`config.mk`:
```
export PLATFORM = sky130hd
export DESIGN_NAME = sticky_irq_ctrl
export DESIGN_NICKNAME = d
export VERILOG_FILES = /design/src/rtl/irq_pkg.sv /design/src/rtl/irq_access_decode.sv /design/src/rtl/irq_edge_capture.sv /design/src/rtl/irq_mask_bank.sv /design/src/rtl/sticky_irq_ctrl.sv
export SDC_FILE = /design/constraint.sdc
export NUM_CORES = 1
export LEC_CHECK = 0
export ABC_AREA = 1
export CAP_MARGIN = 20
export CORE_AREA = 2 2 89 74
export DETAILED_ROUTE_END_ITERATION = 10
export DIE_AREA = 0 0 91 76
export PLACE_DENSITY = 0.82
export SLEW_MARGIN = 20
export SYNTH_ARGS = -nofsm -noshare
export SYNTH_HDL_FRONTEND = slang
export SYNTH_SLANG_ARGS = --single-unit
```
`constraint.sdc`:
```
create_clock -name clk -period 3.25 [get_ports clk]
set_input_delay 0.65 -clock clk [delete_from_list [all_inputs] [get_ports clk]]
set_output_delay 0.65 -clock clk [all_outputs]
set_load 0.01 [all_outputs]
```
`src/rtl/irq_pkg.sv`:
```
package irq_pkg;
    localparam int SRC_COUNT = 26;
    localparam int REG_W     = 8;

    function automatic int byte_count(input int nsrc, input int regw);
        return (nsrc + regw - 1) / regw;
    endfunction

    function automatic int addr_bits(input int nbytes);
        return (2 * nbytes <= 2) ? 1 : $clog2(2 * nbytes);
    endfunction

    typedef enum int {
        SRC_PLL_LOCK    = 0,
        SRC_PLL_FAULT   = 1,
        SRC_XO_READY    = 2,
        SRC_XO_FAULT    = 3,
        SRC_PD_DONE     = 4,
        SRC_DAC_OVF     = 5,
        SRC_HP_IN       = 6,
        SRC_HP_OUT      = 7,
        SRC_PA_NOFCLK   = 8,
        SRC_PA_EARLY    = 9,
        SRC_PA_LATE     = 10,
        SRC_PA_ERR      = 11,
        SRC_PA_OVLD     = 12,
        SRC_PB_NOFCLK   = 13,
        SRC_PB_EARLY    = 14,
        SRC_PB_LATE     = 15,
        SRC_PB_ERR      = 16,
        SRC_PB_OVLD     = 17,
        SRC_BS_RATE     = 18,
        SRC_BS_STUCK    = 19,
        SRC_BS_INV0     = 20,
        SRC_BS_INV1     = 21,
        SRC_BS_SIL0     = 22,
        SRC_BS_SIL1     = 23,
        SRC_PK_MARK     = 24,
        SRC_PK_ACTIVE   = 25
    } irq_src_e;
endpackage

```
`src/rtl/irq_access_decode.sv`:
```
module irq_access_decode #(
    parameter int NUM_BYTES = 4,
    parameter int ADDR_W    = 3
) (
    input  logic                 rd_en,
    input  logic                 wr_en,
    input  logic [ADDR_W-1:0]    addr,
    output logic [NUM_BYTES-1:0] st_sel,
    output logic [NUM_BYTES-1:0] mk_sel,
    output logic [NUM_BYTES-1:0] clr_bytes,
    output logic [NUM_BYTES-1:0] wr_bytes
);
    for (genvar k = 0; k < NUM_BYTES; k++) begin : g_dec
        assign st_sel[k]    = (addr == ADDR_W'(k));
        assign mk_sel[k]    = (addr == ADDR_W'(NUM_BYTES + k));
        assign clr_bytes[k] = rd_en & st_sel[k];
        assign wr_bytes[k]  = wr_en & mk_sel[k];
    end
endmodule

```
`src/rtl/irq_edge_capture.sv`:
```
module irq_edge_capture #(
    parameter int NUM_SRC   = 26,
    parameter int REG_W     = 8,
    parameter int NUM_BYTES = 4
) (
    input  logic                 clk,
    input  logic                 rst,
    input  logic [NUM_SRC-1:0]   raw_evt,
    input  logic [NUM_BYTES-1:0] clr_bytes,
    output logic [NUM_SRC-1:0]   stat_q
);
    logic [NUM_SRC-1:0] prev_q;
    logic [NUM_SRC-1:0] rise;

    // prev resets high so a line held high through reset is not an edge
    always_ff @(posedge clk) begin
        if (rst) prev_q <= '1;
        else     prev_q <= raw_evt;
    end

    assign rise = raw_evt & ~prev_q;

    for (genvar i = 0; i < NUM_SRC; i++) begin : g_bit
        localparam int BYTE_IDX = i / REG_W;
        always_ff @(posedge clk) begin
            if (rst)
                stat_q[i] <= 1'b0;
            else
                // new edge wins over a clearing read in the same cycle
                stat_q[i] <= rise[i] | (stat_q[i] & ~clr_bytes[BYTE_IDX]);
        end
    end
endmodule

```
`src/rtl/irq_mask_bank.sv`:
```
module irq_mask_bank #(
    parameter int NUM_SRC   = 26,
    parameter int REG_W     = 8,
    parameter int NUM_BYTES = 4
) (
    input  logic                 clk,
    input  logic                 rst,
    input  logic [NUM_BYTES-1:0] wr_bytes,
    input  logic [REG_W-1:0]     wdata,
    output logic [NUM_SRC-1:0]   mask_q
);
    for (genvar i = 0; i < NUM_SRC; i++) begin : g_bit
        localparam int BYTE_IDX = i / REG_W;
        localparam int BIT_IDX  = i % REG_W;
        always_ff @(posedge clk) begin
            if (rst)
                mask_q[i] <= 1'b1;
            else if (wr_bytes[BYTE_IDX])
                mask_q[i] <= wdata[BIT_IDX];
        end
    end
endmodule

```
`src/rtl/sticky_irq_ctrl.sv`:
```
module sticky_irq_ctrl
    import irq_pkg::*;
#(
    parameter int NUM_SRC   = SRC_COUNT,
    parameter int DATA_W    = REG_W,
    parameter int NUM_BYTES = byte_count(NUM_SRC, DATA_W),
    parameter int ADDR_W    = addr_bits(NUM_BYTES)
) (
    input  logic               clk,
    input  logic               rst,
    input  logic [NUM_SRC-1:0] raw_evt,
    input  logic               rd_en,
    input  logic               wr_en,
    input  logic [ADDR_W-1:0]  addr,
    input  logic [DATA_W-1:0]  wdata,
    output logic [DATA_W-1:0]  rdata,
    output logic               irq_n
);
    localparam int PAD_W = NUM_BYTES * DATA_W;

    logic [NUM_BYTES-1:0] st_sel, mk_sel, clr_bytes, wr_bytes;
    logic [NUM_SRC-1:0]   stat_q, mask_q;
    logic [PAD_W-1:0]     stat_pad, mask_pad;

    irq_access_decode #(.NUM_BYTES(NUM_BYTES), .ADDR_W(ADDR_W)) u_dec (
        .rd_en(rd_en), .wr_en(wr_en), .addr(addr),
        .st_sel(st_sel), .mk_sel(mk_sel),
        .clr_bytes(clr_bytes), .wr_bytes(wr_bytes)
    );

    irq_edge_capture #(.NUM_SRC(NUM_SRC), .REG_W(DATA_W), .NUM_BYTES(NUM_BYTES)) u_cap (
        .clk(clk), .rst(rst), .raw_evt(raw_evt),
        .clr_bytes(clr_bytes), .stat_q(stat_q)
    );

    irq_mask_bank #(.NUM_SRC(NUM_SRC), .REG_W(DATA_W), .NUM_BYTES(NUM_BYTES)) u_msk (
        .clk(clk), .rst(rst), .wr_bytes(wr_bytes),
        .wdata(wdata), .mask_q(mask_q)
    );

    always_comb begin
        stat_pad = '0;
        mask_pad = '0;
        stat_pad[NUM_SRC-1:0] = stat_q;
        mask_pad[NUM_SRC-1:0] = mask_q;
    end

    always_comb begin
        rdata = '0;
        if (rd_en) begin
            for (int k = 0; k < NUM_BYTES; k++) begin
                if (st_sel[k]) rdata = stat_pad[k*DATA_W +: DATA_W];
                if (mk_sel[k]) rdata = mask_pad[k*DATA_W +: DATA_W];
            end
        end
    end

    assign irq_n = ~|(stat_q & ~mask_q);
endmodule

```
Yosys cells after proc, flatten, opt, wreduce, memory -nomap -nowiden --
Index checks and enable logic that the tools add are counted.
Storage, ports and cells: flip-flop bits (word level) 78, word-level logic and storage cells 140, input bits 41, output and inout bits 9, memories 0, memory bits (writable) 0, bits in read-only memories 0, latch bits 0
Cells by class: reduce and logical (&&, ||, !) cells 3, multipliers 0, bitwise gates (word level) 68, shift-type cells 0, add/subtract/negate cells 0, divide/modulo/power cells 0, muxes and demuxes 9, $lt $le $gt $ge 0, eq/ne operators 7
Operators by type and width (count):
- 2-to-1 mux 8 bit | 9
- AND 26 bit | 2
- inverter 26 bit | 2
- AND 1 bit | 34
- bitwise OR 1 bit | 26
- OR reduction 26 bit | 1
- == test 3 bit, second input constant | 4
- == test 3 x 2 -> 1 bit, second input constant | 2
- inverter 1 bit | 4
- == test 3 x 1 -> 1 bit, second input constant | 1
- logical NOT 3 bit | 1
- logical NOT 1 bit | 1

Longest topological paths before layout --
word-level depth 10, mapped depth 11, mapped depth without buffers 11

Modules after synthesis --
Synthesis repeated with hierarchy kept, for this count alone.
Unflattened totals: cells, all modules 494, area, all modules 3589.7 µm²
Modules (own cells, without submodules):
- irq_edge_capture | area each 1666.6 µm², cells each 191, times used 1, sequential area each 1041.0 µm²
- irq_mask_bank | area each 1044.8 µm², cells each 114, times used 1, sequential area each 520.5 µm²
- sticky_irq_ctrl | area each 754.5 µm², cells each 160, times used 1, sequential area each 0.0 µm²
- irq_access_decode | area each 123.9 µm², cells each 29, times used 1, sequential area each 0.0 µm²

Worst setup path before layout --
No wires, ideal clock.
path kind input to output, start point input port addr[2], end point output port rdata[2], path buffers 1, slack 1.087 ns, stages on the path 7, data required time 2.600 ns, arrival 1.513 ns, cells stage by stage clkbuf_8 -> inv_2 -> nor3_4 -> nand2_1 -> nand3_1 -> nand2_1 -> a21oi_1
On the way: word-level cells in the longest chain between the ends 10, elaborated cells on any way between the ends 17, classes of those cells eq/ne (7); mux (9); reduce/logical (1)
RTL lines:
- start: declaration | line sticky_irq_ctrl.sv:14 | input logic [ADDR_W-1:0] addr,
- logical NOT 3 bit | line irq_access_decode.sv:14 | assign st_sel[k] = (addr == ADDR_W'(k));
- 2-to-1 mux 8 bit | line sticky_irq_ctrl.sv:52 | if (st_sel[k]) rdata = stat_pad[k*DATA_W +: DATA_W];
- 2-to-1 mux 8 bit | line sticky_irq_ctrl.sv:53 | if (mk_sel[k]) rdata = mask_pad[k*DATA_W +: DATA_W];
- 2-to-1 mux 8 bit | line sticky_irq_ctrl.sv:52
- 2-to-1 mux 8 bit | line sticky_irq_ctrl.sv:53
- 2-to-1 mux 8 bit | line sticky_irq_ctrl.sv:52
- 2-to-1 mux 8 bit | line sticky_irq_ctrl.sv:53
- 2-to-1 mux 8 bit | line sticky_irq_ctrl.sv:52
- 2-to-1 mux 8 bit * | line sticky_irq_ctrl.sv:53
- 2-to-1 mux 8 bit * | line sticky_irq_ctrl.sv:50 | if (rd_en) begin
- end: declaration | line sticky_irq_ctrl.sv:16 | output logic [DATA_W-1:0] rdata,
Mark *: on every way between the ends. The rest lies on a longest branch, timed or not.

Worst setup path in the final report --
start point input port addr[2], end point output port rdata[3]
The elaborated chain is that of the path after synthesis.

==> PnR_summary.wiki <==
{| class="wikitable"
! Metric !! Value
|-
| Final layout net count || 574
|-
| Die outline width || 91 um
|-
| Unrepaired setup endpoints after global routing || no
|-
| Worst reg-to-reg path cell count || 2
|-
| VDD IR max || 0.3853 mV
|-
| Antenna Violating Nets Remaining || 0
|-
| Hold Violations, Final || 0
|-
| Area delta synth->final || 28.04%
|-
| Total power divided by cell area || ~520 nW/um^2
|-
| Number of DRC violations after detailed routing || 0
|-
| Total number of placement rows || 26
|-
| Final antenna diode count || 0
|-
| R2r setup slk || around 2.5 ns
|-
| Final cycle utilization of the critical path || 0.9262
|-
| Run status || finished clean
|-
| Per-cell routed wire length || 14.64 um
|-
| Via-to-Cell Ratio || 5.160
|-
| Clk Tree Root Cell || clkbuf_8
|-
| IO Pins || 50
|-
| Total of flip-flops plus latches after synthesis || 78
|-
| CTS clock-pin slew for the worst setup and hold paths || 0.07 ns
|-
| Fraction of power consumed by sequential logic || 0.461
|-
| Number of distinct library cells after synthesis || 29
|-
| Crit path cell chain || clkdlybuf4s50_1 > buf_4 > nor3_4 > buf_4 > nand2_1 > nand3_1 > nand2_1 > a21oi_1 > dlygate4sd2_1
|-
| Number of H-tree branching levels || 3
|-
| Die footprint || 6916 um^2
|-
| Starting DRC count in detailed routing || ~190
|-
| Worst hold start || u_cap.stat_q[25]
|-
| Max-cap violations || 0
|-
| Total nets after synthesis || 507
|-
| P_int || roughly 1.7 mW
|-
| Worst hold stages || 2
|-
| Source-to-sink clock delay at the later pin of the worst-skew pair || roughly 0.35 ns
|-
| Final setup vio count || 0
|-
| Number of synthesized flops with an enable pin || 0
|-
| Ys flop type || dfxtp_1
|-
| Initial cell density of the core || 0.5524
|-
| Utilization after layout || 0.7072
|-
| Share of post-route cells with drive strength above 1 || 0.1530
|-
| Num CTS Buffers || 9
|-
| Quantity of I/O buffers inserted on ports || roughly 50
|-
| Mapped Avg Cell Area || a little over 7 um^2
|-
| Total of warnings raised by yosys || 0
|-
| Number of pins with negative max-slew slack in the final report || 0
|-
| Global-route wire length before repair || ~15000 um
|-
| Startpoint class of the critical path || primary input
|-
| Number of instances in the synthesized netlist || around 470
|-
| Vias || 3199
|-
| Crit path max-delay cell type || clkdlybuf4s50_1
|-
| Worst-case clock skew || 0.003939 ns
|-
| Max Fanout on Critical Path || 9
|-
| Height of the die || ~76 um
|-
| Tightest slew margin relative to the limit || 0.4238
|-
| Fraction of registers with async set or reset after synthesis || 0
|-
| Share of power burned in combinational logic || 0.118
|-
| Static power due to leakage || 2.097 nW
|-
| Worst setup path class || in -> out
|-
| Accumulated negative setup slack || 0 ns
|-
| Routed wire length || ~9000 um
|-
| Destination of the worst register-to-register timing path || u_cap.stat_q[17]
|-
| CORE AREA || between 6000 and 7000 um^2
|-
| Worst EP required || 2.60 ns
|-
| Hold Path End || u_cap.stat_q[25]
|-
| Final GP Congestion || 0.9805
|-
| Via count of the first global-routing pass || 3069
|-
| Slew of the pin with the lowest slew margin || ~0.86 ns
|-
| Total of fill cells in the finished design || 564
|-
| Switching power share of the total || 0.2258
|-
| Maximum clock path buffer count || 2
|-
| Switching power || 503.6 uW
|-
| Router iterations before antenna repair || 5
|-
| FMAX || 332.2 MHz
|-
| Worst hold margin || 0.4639 ns
|-
| Min Clock Period, post-route || roughly 3.0 ns
|-
| Total gr overflow || 0
|-
| Clk pwr share || 0.421
|-
| Detailed-placement wirelength estimate || 6733 um
|-
| Maximum number of pins on one net before global-route repair || 52
|-
| Post-Synthesis Cell Area || 3378 um^2
|-
| Crit-path max cell delay || roughly 0.44 ns
|-
| Clock Sink Count || 78
|-
| Clock tree from TritonCTS || done
|-
| Arrival time at the worst endpoint || 2.36 ns
|-
| Type of destination of the critical path || primary output
|-
| Antenna violations before repair || 0
|-
| RR Startpoint || u_cap.prev_q[17]
|-
| Post-synthesis sequential area ratio || 0.4622
|-
| Worst hold path type || reg -> reg
|-
| GRT Total Usage || 0.2756
|}
cells in the final DEF (no fill, tap or decap):
master	Yosys	final
inv_4	1	1
inv_1	60	60
or2_0	1	1
a211oi_1	1	1
buf_4	0	18
o21ai_0	14	14
nand3_1	32	32
nand2_2	4	5
o22ai_1	10	10
nor3_4	2	2
clkbuf_8	1	10
nand2_1	135	134
nand2_4	3	3
o211ai_1	6	6
nor2_1	23	23
dlygate4sd2_1	0	2
inv_2	8	8
o21ai_2	1	1
o2111ai_1	1	1
a21oi_1	40	40
clkinv_1	1	1
o21ai_1	1	1
or2_2	26	26
nor2_4	3	3
clkdlybuf4s50_1	0	40
bufinv_16	0	4
buf_12	0	1
nand4_1	1	1
dfxtp_1	78	78
dlymetal6s2s_1	0	7
nor3_1	1	1
a31oi_1	1	1
flip-flops by register name (all words and copies together), names as in the netlist:
| signal | count |
|---|---|
| u_cap.prev_q | 26 |
| u_cap.stat_q | 26 |
| u_msk.mask_q | 26 |
worst max-delay path by stage:
| stage | to | start | slack, ns |
|---|---|---|---|
| floorplan | rdata[2] | addr[2] | 1.09 |
| global placement | rdata[3] | addr[1] | -0.12 |
| detailed placement | rdata[3] | addr[1] | -0.12 |
| CTS | rdata[6] | addr[2] | 0.02 |
| global route | rdata[3] | addr[2] | 0.13 |
| finish | rdata[3] | addr[2] | 0.24 |
synth_stat cells, types with 2 or more instances:
cell type,n,share of area
nand2_4,3,0.010
nand2_2,4,0.0074
inv_1,60,0.067
o21ai_0,14,0.021
inv_2,8,0.0089
o22ai_1,10,0.019
o211ai_1,6,0.013
clkbuf_1,7,0.0078
nand3_1,32,0.047
nand2_1,135,0.15
nor3_4,2,0.0096
buf_6,3,0.010
a21oi_1,40,0.059
nor2_1,23,0.026
or2_2,26,0.048
nor2_4,3,0.010
dfxtp_1,78,0.46
cell type report:
type | instances | area [um^2] | share of cell area
multi-input cells | 306 | 1475 | 0.3410
well taps | 84 | 105.1 | 0.02430
flip-flops and latches | 78 | 1562 | 0.3610
clock buffers | 10 | 137.6 | 0.03182
repair buffers | 68 | 660.6 | 0.1527
clock inverters | 4 | 120.1 | 0.02777
inverters | 70 | 265.3 | 0.06132
power groups by stage:
| stage | logic [mW] | registers (mW) | clock network (mW) |
|---|---|---|---|
| after floorplan | 0.136 | 1.04 | 0 |
| after global placement | 0.253 | 1.05 | 0 |
| after detailed placement | 0.259 | 1.05 | 0 |
| after CTS | 0.264 | 1.03 | 0.951 |
| after global routing | 0.290 | 1.03 | 0.990 |
| final | 0.263 | 1.03 | 0.940 |
stage by stage:
| step | instances | instance area, um^2 | worst slack [ns] | power, mW |
|---|---|---|---|---|
| finish | 620 | 4325 | 0.2398 | 2.230 |
| global placement | 602 | 4008 | -0.1186 | 1.302 |
| global route | 620 | 4325 | 0.1324 | 2.312 |
| detailed placement | 602 | 4008 | -0.1207 | 1.308 |
| floorplan | 466 | 3378 | 1.087 | 1.175 |
| CTS | 620 | 4305 | 0.02473 | 2.242 |
kinds of logic (layout without fill, tap and decap cells):
| kind of cell | after synthesis | after routing | share of synthesized area |
|---|---|---|---|
| buf+inv | 82 | 152 | 0.1019 |
| flops | 78 | 78 | 0.4622 |
| compound gates | 75 | 75 | 0.1226 |
| simple gates | 231 | 231 | 0.3133 |
worst max-delay path: cells and delay by family:
family	cells	cell delay [ns]
buffers and inverters	4	1.11
AOI/OAI and AO/OA	1	0.13
and+or+nand+nor	4	0.47
metal layers:
| layer | part of all wire | wire, um | global-route usage | vias up |
|---|---|---|---|---|
| met2 | 0.45 | 4073 | 0.4393 | 127 |
| met3 | 0.085 | 774 | 0.07616 | 22 |
| met1 | 0.44 | 4036 | 0.3559 | 1455 |
| li1 | - | - | - | 1595 |
| met4 | 0.021 | 193 | 0.1091 | 0 |
| met5 | 0 | 0 | 0 | - |
what timing repair did:
item	CTS	global route
endpoints found under the setup margin	8	7
hold buffers	0	0
pin swaps	2	0
resized for setup	2	8
setup buffers	4	0
No activity file was read; power rests on OpenSTA's default activity.
